==> src/rtl/tone_pkg.sv <==
package tone_pkg;

  typedef enum logic {
    HALF_LOW  = 1'b0,
    HALF_HIGH = 1'b1
  } half_e;

  // Alarm pin drive: gate, then pick the note or the fixed tone.
  function automatic logic alarm_drive(input logic en, input logic tone,
                                       input half_e note, input logic fixed);
    logic src;
    src = tone ? (note == HALF_HIGH) : fixed;
    return en & src;
  endfunction

endpackage

==> src/rtl/tone_cfg_hold.sv <==
module tone_cfg_hold #(
  parameter int CFG_W = 8
) (
  input  logic             clk,
  input  logic             rst_n,
  input  logic             wr,
  input  logic [CFG_W-1:0] din,
  input  logic             load,
  output logic [CFG_W-1:0] active
);

  logic [CFG_W-1:0] pending;

  always_ff @(posedge clk or negedge rst_n) begin
    if (!rst_n) begin
      pending <= '0;
    end else if (wr) begin
      pending <= din;
    end
  end

  always_ff @(posedge clk or negedge rst_n) begin
    if (!rst_n) begin
      active <= '0;
    end else if (load) begin
      active <= pending;
    end
  end

endmodule

==> src/rtl/tone_half_counter.sv <==
module tone_half_counter #(
  parameter int HALF_W = 7
) (
  input  logic              clk,
  input  logic              rst_n,
  input  logic              tick,
  input  logic              run,
  input  logic              clr,
  input  logic [HALF_W-1:0] limit,
  input  logic              trim,
  output logic [HALF_W:0]   cnt,
  output logic              half_end,
  output logic              trim_reload
);

  function automatic logic [HALF_W-1:0] bump(input logic [HALF_W-1:0] v);
    return v + {{(HALF_W-1){1'b0}}, 1'b1};
  endfunction

  logic [HALF_W-1:0] low_nxt;
  logic              step;
  logic [HALF_W-1:0] restart;

  assign low_nxt     = bump(cnt[HALF_W-1:0]);
  assign step        = tick & run & ~clr;
  assign half_end    = step & (low_nxt == limit);
  assign trim_reload = half_end & cnt[HALF_W] & trim;
  assign restart     = trim_reload ? {{(HALF_W-1){1'b0}}, 1'b1} : '0;

  always_ff @(posedge clk or negedge rst_n) begin
    if (!rst_n) begin
      cnt <= '0;
    end else if (clr) begin
      cnt <= '0;
    end else if (half_end) begin
      cnt <= {~cnt[HALF_W], restart};
    end else if (step) begin
      cnt[HALF_W-1:0] <= low_nxt;
    end
  end

endmodule

==> src/rtl/tone_fixed_div.sv <==
module tone_fixed_div #(
  parameter int DIV_W = 4
) (
  input  logic clk,
  input  logic rst_n,
  input  logic tick,
  output logic wave
);

  logic [DIV_W-1:0] div_q;

  always_ff @(posedge clk or negedge rst_n) begin
    if (!rst_n) begin
      div_q <= '0;
    end else if (tick) begin
      div_q <= div_q + {{(DIV_W-1){1'b0}}, 1'b1};
    end
  end

  assign wave = div_q[DIV_W-1];

endmodule

==> src/rtl/tone_trim_gen.sv <==
module tone_trim_gen #(
  parameter int HALF_W = 7,
  parameter int DIV_W  = 4
) (
  input  logic            clk,
  input  logic            rst_n,
  input  logic            tick,
  input  logic            tone_mode,
  input  logic            count_en,
  input  logic            clr,
  input  logic            set_wr,
  input  logic [HALF_W:0] set_data,
  input  logic            alarm_en,
  output logic            alarm_out,
  output logic            alarm_out_n
);
  import tone_pkg::*;

  localparam int CFG_W = HALF_W + 1;

  logic [CFG_W-1:0] act_cfg;
  logic [HALF_W:0]  note_cnt;
  logic             half_end;
  logic             trim_reload;
  logic             cfg_load;
  logic             run;
  logic             fixed_wave;
  half_e            note_half;

  assign run      = count_en & tone_mode;
  assign cfg_load = half_end | clr;

  tone_cfg_hold #(.CFG_W(CFG_W)) u_cfg (
    .clk    (clk),
    .rst_n  (rst_n),
    .wr     (set_wr),
    .din    (set_data),
    .load   (cfg_load),
    .active (act_cfg)
  );

  tone_half_counter #(.HALF_W(HALF_W)) u_cnt (
    .clk         (clk),
    .rst_n       (rst_n),
    .tick        (tick),
    .run         (run),
    .clr         (clr),
    .limit       (act_cfg[HALF_W-1:0]),
    .trim        (act_cfg[HALF_W]),
    .cnt         (note_cnt),
    .half_end    (half_end),
    .trim_reload (trim_reload)
  );

  tone_fixed_div #(.DIV_W(DIV_W)) u_div (
    .clk   (clk),
    .rst_n (rst_n),
    .tick  (tick),
    .wave  (fixed_wave)
  );

  assign note_half   = half_e'(note_cnt[HALF_W]);
  assign alarm_out   = alarm_drive(alarm_en, tone_mode, note_half, fixed_wave);
  assign alarm_out_n = ~alarm_out;

endmodule

==> config.mk <==
export PLATFORM = sky130hd
export DESIGN_NAME = tone_trim_gen
export DESIGN_NICKNAME = d
export VERILOG_FILES = /design/src/rtl/tone_pkg.sv /design/src/rtl/tone_cfg_hold.sv /design/src/rtl/tone_half_counter.sv /design/src/rtl/tone_fixed_div.sv /design/src/rtl/tone_trim_gen.sv
export SDC_FILE = /design/constraint.sdc
export NUM_CORES = 1
export LEC_CHECK = 0
export BUFFER_PORTS_ARGS = -buffer_cell sky130_fd_sc_hd__buf_2
export CAP_MARGIN = 20
export CORE_MARGIN = 2
export CORE_UTILIZATION = 40
export CTS_BUF_LIST = sky130_fd_sc_hd__clkbuf_8
export DETAILED_ROUTE_END_ITERATION = 10
export HOLD_SLACK_MARGIN = 0.02
export PLACE_DENSITY = 0.57
export SYNTH_ARGS = -nofsm -noshare
export SYNTH_HDL_FRONTEND = slang
export SYNTH_SLANG_ARGS = --single-unit
==> constraint.sdc <==
create_clock -name clk -period 2.1 [get_ports clk]
set_input_delay 0 -clock clk [delete_from_list [all_inputs] [get_ports clk]]
set_output_delay 0 -clock clk [all_outputs]
set_load 0.1 [all_outputs]
== Yosys cells after proc, flatten, opt, wreduce, memory -nomap -nowiden ==
Cells that the tools add are included.
Word-level totals
  register bits: 28
  bits in latches: 0
  RAM bits: 0
  ROM bits: 0
  input port bits: 16
  output and inout port bits: 2
  logic and storage cells: 27
  memories: 0
Cells by class
  add/subtract/negate cells: 2
  multiply operators: 0
  div/mod/pow operators: 0
  order comparisons: 0
  equality and inequality tests: 1
  shift-type cells: 0
  muxes and demuxes: 6
  bitwise gates (word level): 11
  reductions and logical operators: 2
Operators with widths (count)
  7-bit two-way mux: 2
  8-bit two-way mux: 1
  7-bit by 1-bit adder with 7-bit output, second input constant: 1
  1-bit AND: 7
  7-bit equality test: 1
  4-bit by 1-bit adder with 4-bit output, second input constant: 1
  1-bit two-way mux: 3
  1-bit NOT: 3
  3-bit nonzero test: 1
  2-bit nonzero test: 1
  1-bit OR: 1

== Logic depth before layout (Yosys ltp) ==
Gate-level depths: netlist of run 1.
  depth after elaboration: 9
  depth in mapped cells: 9

== Modules after synthesis ==
Synthesis of run 1 repeated with hierarchy kept, for this count alone.
Unflattened totals
  cells, all modules: 109
  area total of the unflattened synthesis: 1443.9 um^2
By module, submodules not included
  tone_cfg_hold: times used 1, cells an instance 34, area an instance 663.1 um^2, sequential area each 400.4 um^2
  tone_half_counter: times used 1, cells an instance 59, area an instance 581.8 um^2, sequential area each 200.2 um^2
  tone_fixed_div: times used 1, cells an instance 11, area an instance 160.2 um^2, sequential area each 100.1 um^2
  tone_trim_gen: times used 1, cells an instance 5, area an instance 38.8 um^2, sequential area each 0.0 um^2

== Least setup slack after synthesis of run 1 ==
OpenSTA, ideal clock, no wires.
  kind: register -> register
  start: register u_cnt.cnt[0]
  end: register u_cnt.cnt[7]
  library setup time: 0.079 ns
  arrival: 1.945 ns
  data required time: 2.021 ns
  slack: 0.076 ns
  cell stages (with the launch flop): 9
  path buffers: 2
  cells stage by stage: dfrtp_1 ha_1 nand3_4 or3_1 a21oi_1 and4bb_1 buf_6 buf_12 mux2i_1
On the way
  longest elaborated chain between the ends: 4
RTL lines
  from (decl): RTL line tone_half_counter.sv:11  | output logic [HALF_W:0] cnt,
  from (signal assigned): RTL line tone_half_counter.sv:36  | cnt <= {~cnt[HALF_W], restart};
  from (signal, indexed assignment): RTL line tone_half_counter.sv:38  | cnt[HALF_W-1:0] <= low_nxt;
  7-bit by 1-bit adder with 7-bit output: RTL line tone_half_counter.sv:17  | return v + {{(HALF_W-1){1'b0}}, 1'b1};
  7-bit equality test: RTL line tone_half_counter.sv:26  | assign half_end = step & (low_nxt == limit);
  1-bit AND: RTL line tone_half_counter.sv:26
  2-bit nonzero test (no line)
Every way passes these cells.
A chain may end at the register's enable or synchronous reset.

== Worst setup path after layout of run 1 ==
Same ends and word-level chain as after synthesis.

==> summary.txt, run 1 <==
Die
  • Die height: 67.6 µm
  • Io pins: 18
  • Initial Utilization: 41.1%
  • Die area: 4580 µm²
  • Core area: 3940 µm²
  • Die width: 67.6 µm
  • FP Rows: 23

Layout
  • Antenna diodes: 0
  • Final #Nets: 199
  • Filler Cells Inserted: 355
  • Share of cells above drive strength 1: 34.1%
  • Highest-count cells in the layout ignoring fill and taps: dfrtp_1, nand2_1, buf_2
  • Fin area: 1960 µm²
  • Most common cell after layout, fill and taps aside: dfrtp_1
  • Synth-to-layout area growth: 21.0%

Min path
  • WHS Path Cells: 2
  • Min-Delay Path Class: input pin to flop

Detailed routing
  • Vias/cell: 5.21
  • Via count: 1,193
  • DRC Markers: 0
  • TritonRoute pass-1 iters: 5
  • WL/cell: 13.8 µm
  • Final WL: 3.16 mm
  • ANT nets after route: 0
  • Starting DRC count in detailed routing: 78

Critical path
  • Setup crit end: u_cnt.cnt[7]
  • Crit. Startpoint: u_cnt.cnt[0]
  • WS Path Type: flop to flop
  • RR Startpoint: u_cnt.cnt[0]
  • Top fanout value on the critical path: 6
  • Slack of the worst reg-to-reg path: 50 ps
  • R2R Path End: u_cnt.cnt[7]
  • CP required: 2290 ps
  • Element type at the critical path end: flop
  • Worst path arrival time: 2240 ps
  • CP Launch Type: flop
  • Cells on worst reg2reg path: 8

Synthesis
  • Syn Inst Count: 146
  • Post-synth cell types: 38
  • Mapped cell area: 1620 µm²
  • Number of flops mapped to enable cells by yosys: 0
  • Leading area contributor after synthesis: dfrtp_1
  • Avg Inst Size Synth: 11.1 µm²
  • Post-synth top flop: dfrtp_1
  • Synth warn: 0
  • Post-synth ARST share: 100%
  • Synthesized flop and latch total: 28
  • Top-area cell type share of the netlist area: 43.2%
  • Syn_nets: 164
  • Sequential share of the synthesized area: 43.2%
  • Synth top area cells: dfrtp_1, o221ai_2, mux2_2, nand2_1, nand2b_1

STA
  • RSZ-0062 raised after global routing: true
  • Final hold vios: 0
  • TNS Setup: 0 ps
  • Setup Viol. Count Final: 0
  • Slew headroom: 59.3%
  • Fin crit share: 97.4%
  • Final min period: 2050 ps
  • Worst Clk Skew: 2.17 ps
  • Post-layout worst setup margin: 54.2 ps
  • Fmax: 489 MHz
  • Hold WS: 120 ps
  • Worst Tran Pin Value: 610 ps
  • Max-slew violation count: 0

Global routing
  • Largest net degree at the start of global routing: 29
  • Total gr overflow: 0
  • GRT Total Usage: 16.1%
  • First-pass GRT wire length: 5.58 mm
  • Initial antenna violation count: 0
  • Vias in the first global route: 1,230

Power and ir drop
  • Pwr Total: 1.25 mW
  • Pwr Density: 640 nW/µm²
  • IR drop worst, VDD: 0.388 mV
  • Leakage: 0.827 nW

CTS
  • CTS root buf: clkbuf_8
  • Clk Latency, worst-skew pair: 260 ps
  • Clock buffer depth: 2
  • Clock sinks: 28
  • Num CTS Buffers: 3
  • H-tree depth: 1
  • Clock Pin Slew Worst Setup and Hold Paths: 90 ps
  • CTS tree: done

Flow run
  • Max-Cap Viols: 0

Place
  • Final GP Congestion: 0.891
  • Post-place setup slack: 20.0 ps
  • Buffers added on ports: 17
  • HPWL after DPL: 2.30 mm
  • Post-DP Area: 1780 µm²

Status
  • Status: finished clean
## through the flow
stage	utilization (%)	std cells
global placement	45.2	214
finish	49.7	229
detailed placement	45.2	214
global route	49.7	229
CTS	48.8	227
floorplan	-	146
## area by class of cell
type	count	area [µm²]	share of cell area, %
clock buffers	3	41.3	2.11
inverters	1	3.75	0.191
multi-input cells	108	847	43.2
flip-flops and latches	28	701	35.7
well taps	50	62.6	3.19
repair buffers	39	305	15.6
## state kept, by name, summed over array words and instances, names as in the netlist
signal / count
u_cfg.active: 8
u_cnt.cnt: 8
u_div.div_q: 4
u_cfg.pending: 8
## routing by layer
metal	global-route usage, %	wire length, µm	vias to the layer above
met5	0	0	-
met4	7.14	57	0
met3	3.00	81	6
met2	27.8	1610	27
met1	19.5	1420	575
li1	-	-	585
## power breakdown
part	switching (mW)	internal (mW)	leakage (nW)
Clock	0.149	0.128	0.0216
Sequential	0.0617	0.616	0.349
Combinational	0.154	0.144	0.456
Total	0.366	0.888	0.827
## logic make-up after synthesis
| logic type | count (synthesis) | share of synthesized area, % |
|---|---|---|
| XOR/XNOR | 12 | 6.49 |
| adder cells (fa/ha/maj) | 2 | 1.54 |
| multiplexers | 13 | 8.80 |
| AO/OA/AOI/OAI | 20 | 12.0 |
| flip-flops | 28 | 43.2 |
| AND/OR/NAND/NOR | 61 | 23.1 |
| buffers and inverters | 10 | 4.79 |
## Yosys cell counts (2+ instances only)
| master | count |
|---|---|
| a21oi_1 | 4 |
| buf_6 | 3 |
| clkbuf_1 | 4 |
| dfrtp_1 | 28 |
| ha_1 | 2 |
| mux2_2 | 10 |
| mux2i_1 | 3 |
| nand2_1 | 21 |
| nand2b_1 | 10 |
| nand3_1 | 3 |
| nand4_1 | 2 |
| nand4b_1 | 2 |
| nor2_1 | 4 |
| nor2b_1 | 2 |
| nor3_2 | 5 |
| o21ai_0 | 3 |
| o221ai_2 | 8 |
| or3_1 | 2 |
| xnor2_1 | 6 |
| xor2_1 | 6 |
## what timing repair did
item                       CTS  global route
cloned                       0             1
buffers inserted             0             1
hold endpoints to repair    37             0
pin swaps                    0             1
setup endpoints to repair    1            10
hold buffers                10             0
gates resized for setup      1             2
## worst min path at each step
stage                       from  slack (ps)          endpoint
after floorplan            rst_n        -300   u_cfg.active[0]
after global placement     rst_n          50      u_cnt.cnt[2]
after detailed placement   rst_n          50      u_cnt.cnt[2]
after CTS                 set_wr         120  u_cfg.pending[1]
after global routing      set_wr         120  u_cfg.pending[2]
final                     set_wr         120  u_cfg.pending[2]
## worst max-delay path, stage by stage (launching register included)
cell and delay, ps:
dfrtp_1 410, ha_2 220, buf_4 150, xor2_1 150, o211ai_1 200, o21a_1 160, and4bb_2 340, buf_12 150
mux2i_1 180
Note: power is estimated with default switching activity, not from simulation.
==> run 2, diff against run 1 <==
--- a/config.mk
+++ b/config.mk
@@ -12,7 +12,8 @@
 export CTS_BUF_LIST = sky130_fd_sc_hd__clkbuf_8
 export DETAILED_ROUTE_END_ITERATION = 10
 export HOLD_SLACK_MARGIN = 0.02
-export PLACE_DENSITY = 0.57
+export PLACE_DENSITY = 0.55
+export RECOVER_POWER = 100
 export SYNTH_ARGS = -nofsm -noshare
 export SYNTH_HDL_FRONTEND = slang
 export SYNTH_SLANG_ARGS = --single-unit
==> constraint.sdc (replaced) <==
create_clock -name clk -period 2.6 [get_ports clk]
set_input_delay 0 -clock clk [delete_from_list [all_inputs] [get_ports clk]]
set_output_delay 0 -clock clk [all_outputs]
set_load 0.1 [all_outputs]
==> summary.txt, run 2 (synthesis results as in run 1) <==
Detailed routing
  • Vias/cell: 5.15
  • TritonRoute pass-1 iters: 4
  • WL/cell: 14.0 µm
  • ANT nets after route: 0
  • Final WL: 3.09 mm
  • Starting DRC count in detailed routing: 46
  • DRC Markers: 0
  • Via count: 1,139

CTS
  • H-tree depth: 1
  • Clock Pin Slew Worst Setup and Hold Paths: 100 ps
  • Clock sinks: 28
  • Num CTS Buffers: 3
  • Clock buffer depth: 2
  • PostCTS Resize Cnt: 0
  • CTS tree: done
  • Clk Latency, worst-skew pair: 280 ps
  • CTS root buf: clkbuf_8

Global routing
  • First-pass GRT wire length: 5.42 mm
  • GRT Total Usage: 15.8%
  • Largest net degree at the start of global routing: 29
  • Vias in the first global route: 1,195
  • Total gr overflow: 0
  • Initial antenna violation count: 0

STA
  • Worst Tran Pin Value: 1510 ps
  • Fin crit share: 87.3%
  • Post-layout worst setup margin: 331 ps
  • Fmax: 441 MHz
  • Slew headroom: -0.735%
  • Hold WS: 108 ps
  • Final hold vios: 0
  • Worst Clk Skew: 2.89 ps
  • RSZ-0062 raised after global routing: false
  • Setup Viol. Count Final: 0
  • Max-slew violation count: 29
  • TNS Setup: 0 ps
  • Final min period: 2270 ps

Die
  • Die area: 4580 µm²
  • Core area: 3940 µm²
  • FP Rows: 23
  • Io pins: 18
  • Initial Utilization: 41.1%
  • Die height: 67.6 µm
  • Die width: 67.6 µm

Critical path
  • Cells on worst reg2reg path: 6
  • CP Depth: 6
  • Slack of the worst reg-to-reg path: 330 ps
  • Top fanout value on the critical path: 8
  • CP bufs+invs: 0
  • Worst path arrival time: 2460 ps
  • CP cell instances: ha_1, nand3_4, or3_1, a21oi_1, or3b_1, o221ai_1
  • Crit. Startpoint: u_cnt.cnt[0]
  • Crit-path leading delay family: simple AND/OR/NAND/NOR gates
  • Setup crit end: u_cfg.active[0]
  • CP Launch Type: flop
  • RR Startpoint: u_cnt.cnt[0]
  • Crit-path slowest cell: or3b_1
  • CP required: 2790 ps
  • R2R Path End: u_cfg.active[0]
  • WS Path Type: flop to flop
  • CP max stage delay: 510 ps
  • Element type at the critical path end: flop

Layout
  • Fin area: 1810 µm²
  • Most common cell after layout, fill and taps aside: dfrtp_1
  • Top Registers: u_cfg.active (8), u_cfg.pending (8), u_cnt.cnt (8)
  • Post-layout util: 46.0%
  • Share of cells above drive strength 1: 21.6%
  • Filler Cells Inserted: 377
  • Highest-count cells in the layout ignoring fill and taps: dfrtp_1, nand2_1, buf_2
  • Final #Nets: 190
  • Antenna diodes: 0
  • Synth-to-layout area growth: 12.0%
  • Non-filler cells, final: 221

Place
  • Final GP Congestion: 0.882
  • Buffers added on ports: 17
  • Post-place setup slack: 332 ps
  • HPWL after DPL: 2.22 mm
  • Post-DP Area: 1720 µm²
  • Placed cell count: 207

Power and ir drop
  • IR drop worst, VDD: 0.333 mV
  • Leakage: 0.761 nW
  • Pwr Density: 578 nW/µm²
  • Pwr Total: 1.05 mW

Flow run
  • Max-Cap Viols: 1

Status
  • Status: finished, violations left
  • Failing checks: capacitance limit, slew limit

Min path
  • WHS Path Cells: 2
  • Min-Delay Path Class: input pin to flop
-- run 2: cell count changes in the layout (fill, tap and decap cells not counted), moves of 4 or more --
cell	change
buf_4	-8
o221ai_1	+7
o221ai_2	-7
clkbuf_1	+5
buf_2	-4
-- run 2: cell type report --
type / instances / area, µm² / area share (%)
Timing Repair Buffer: 30 / 199 / 11.0
Clock buffer: 4 / 55.1 / 3.03
Multi-Input combinational cell: 108 / 793 / 43.7
Tap cell: 50 / 62.6 / 3.45
Inverter: 1 / 3.75 / 0.207
Sequential cell: 28 / 701 / 38.6
-- run 2: layer usage --
metal	up-vias	GRT usage (%)	wire, µm
li1	575	-	-
met1	541	18.8	1370
met2	18	28.3	1600
met3	5	2.17	67
met4	0	6.89	51
met5	-	0	0
-- run 2: worst register-to-register path: stages, from the launching register on --
cell and delay (ps):
dfrtp_1 440, ha_1 320, nand3_4 120, or3_1 390, a21oi_1 180, or3b_1 510
o221ai_1 210
-- run 2: what timing repair did --
item                                   in CTS  in global routing
setup buffers                               0                  0
hold buffers                               10                  0
endpoints found under the hold margin      37                  0
-- run 2: worst min-delay path by stage --
stage,to,start
after global routing,u_cfg.pending[7],set_wr
final,u_cfg.pending[3],set_wr
after CTS,u_cfg.pending[2],set_wr
after global placement,u_cnt.cnt[3],rst_n
after detailed placement,u_div.div_q[3],rst_n
after floorplan,u_cfg.active[0],rst_n
-- run 2: where the power goes --
part | internal [mW] | switching (mW) | total (mW)
Sequential | 0.497 | 0.0512 | 0.549
Combinational | 0.105 | 0.120 | 0.225
Clock | 0.136 | 0.139 | 0.275
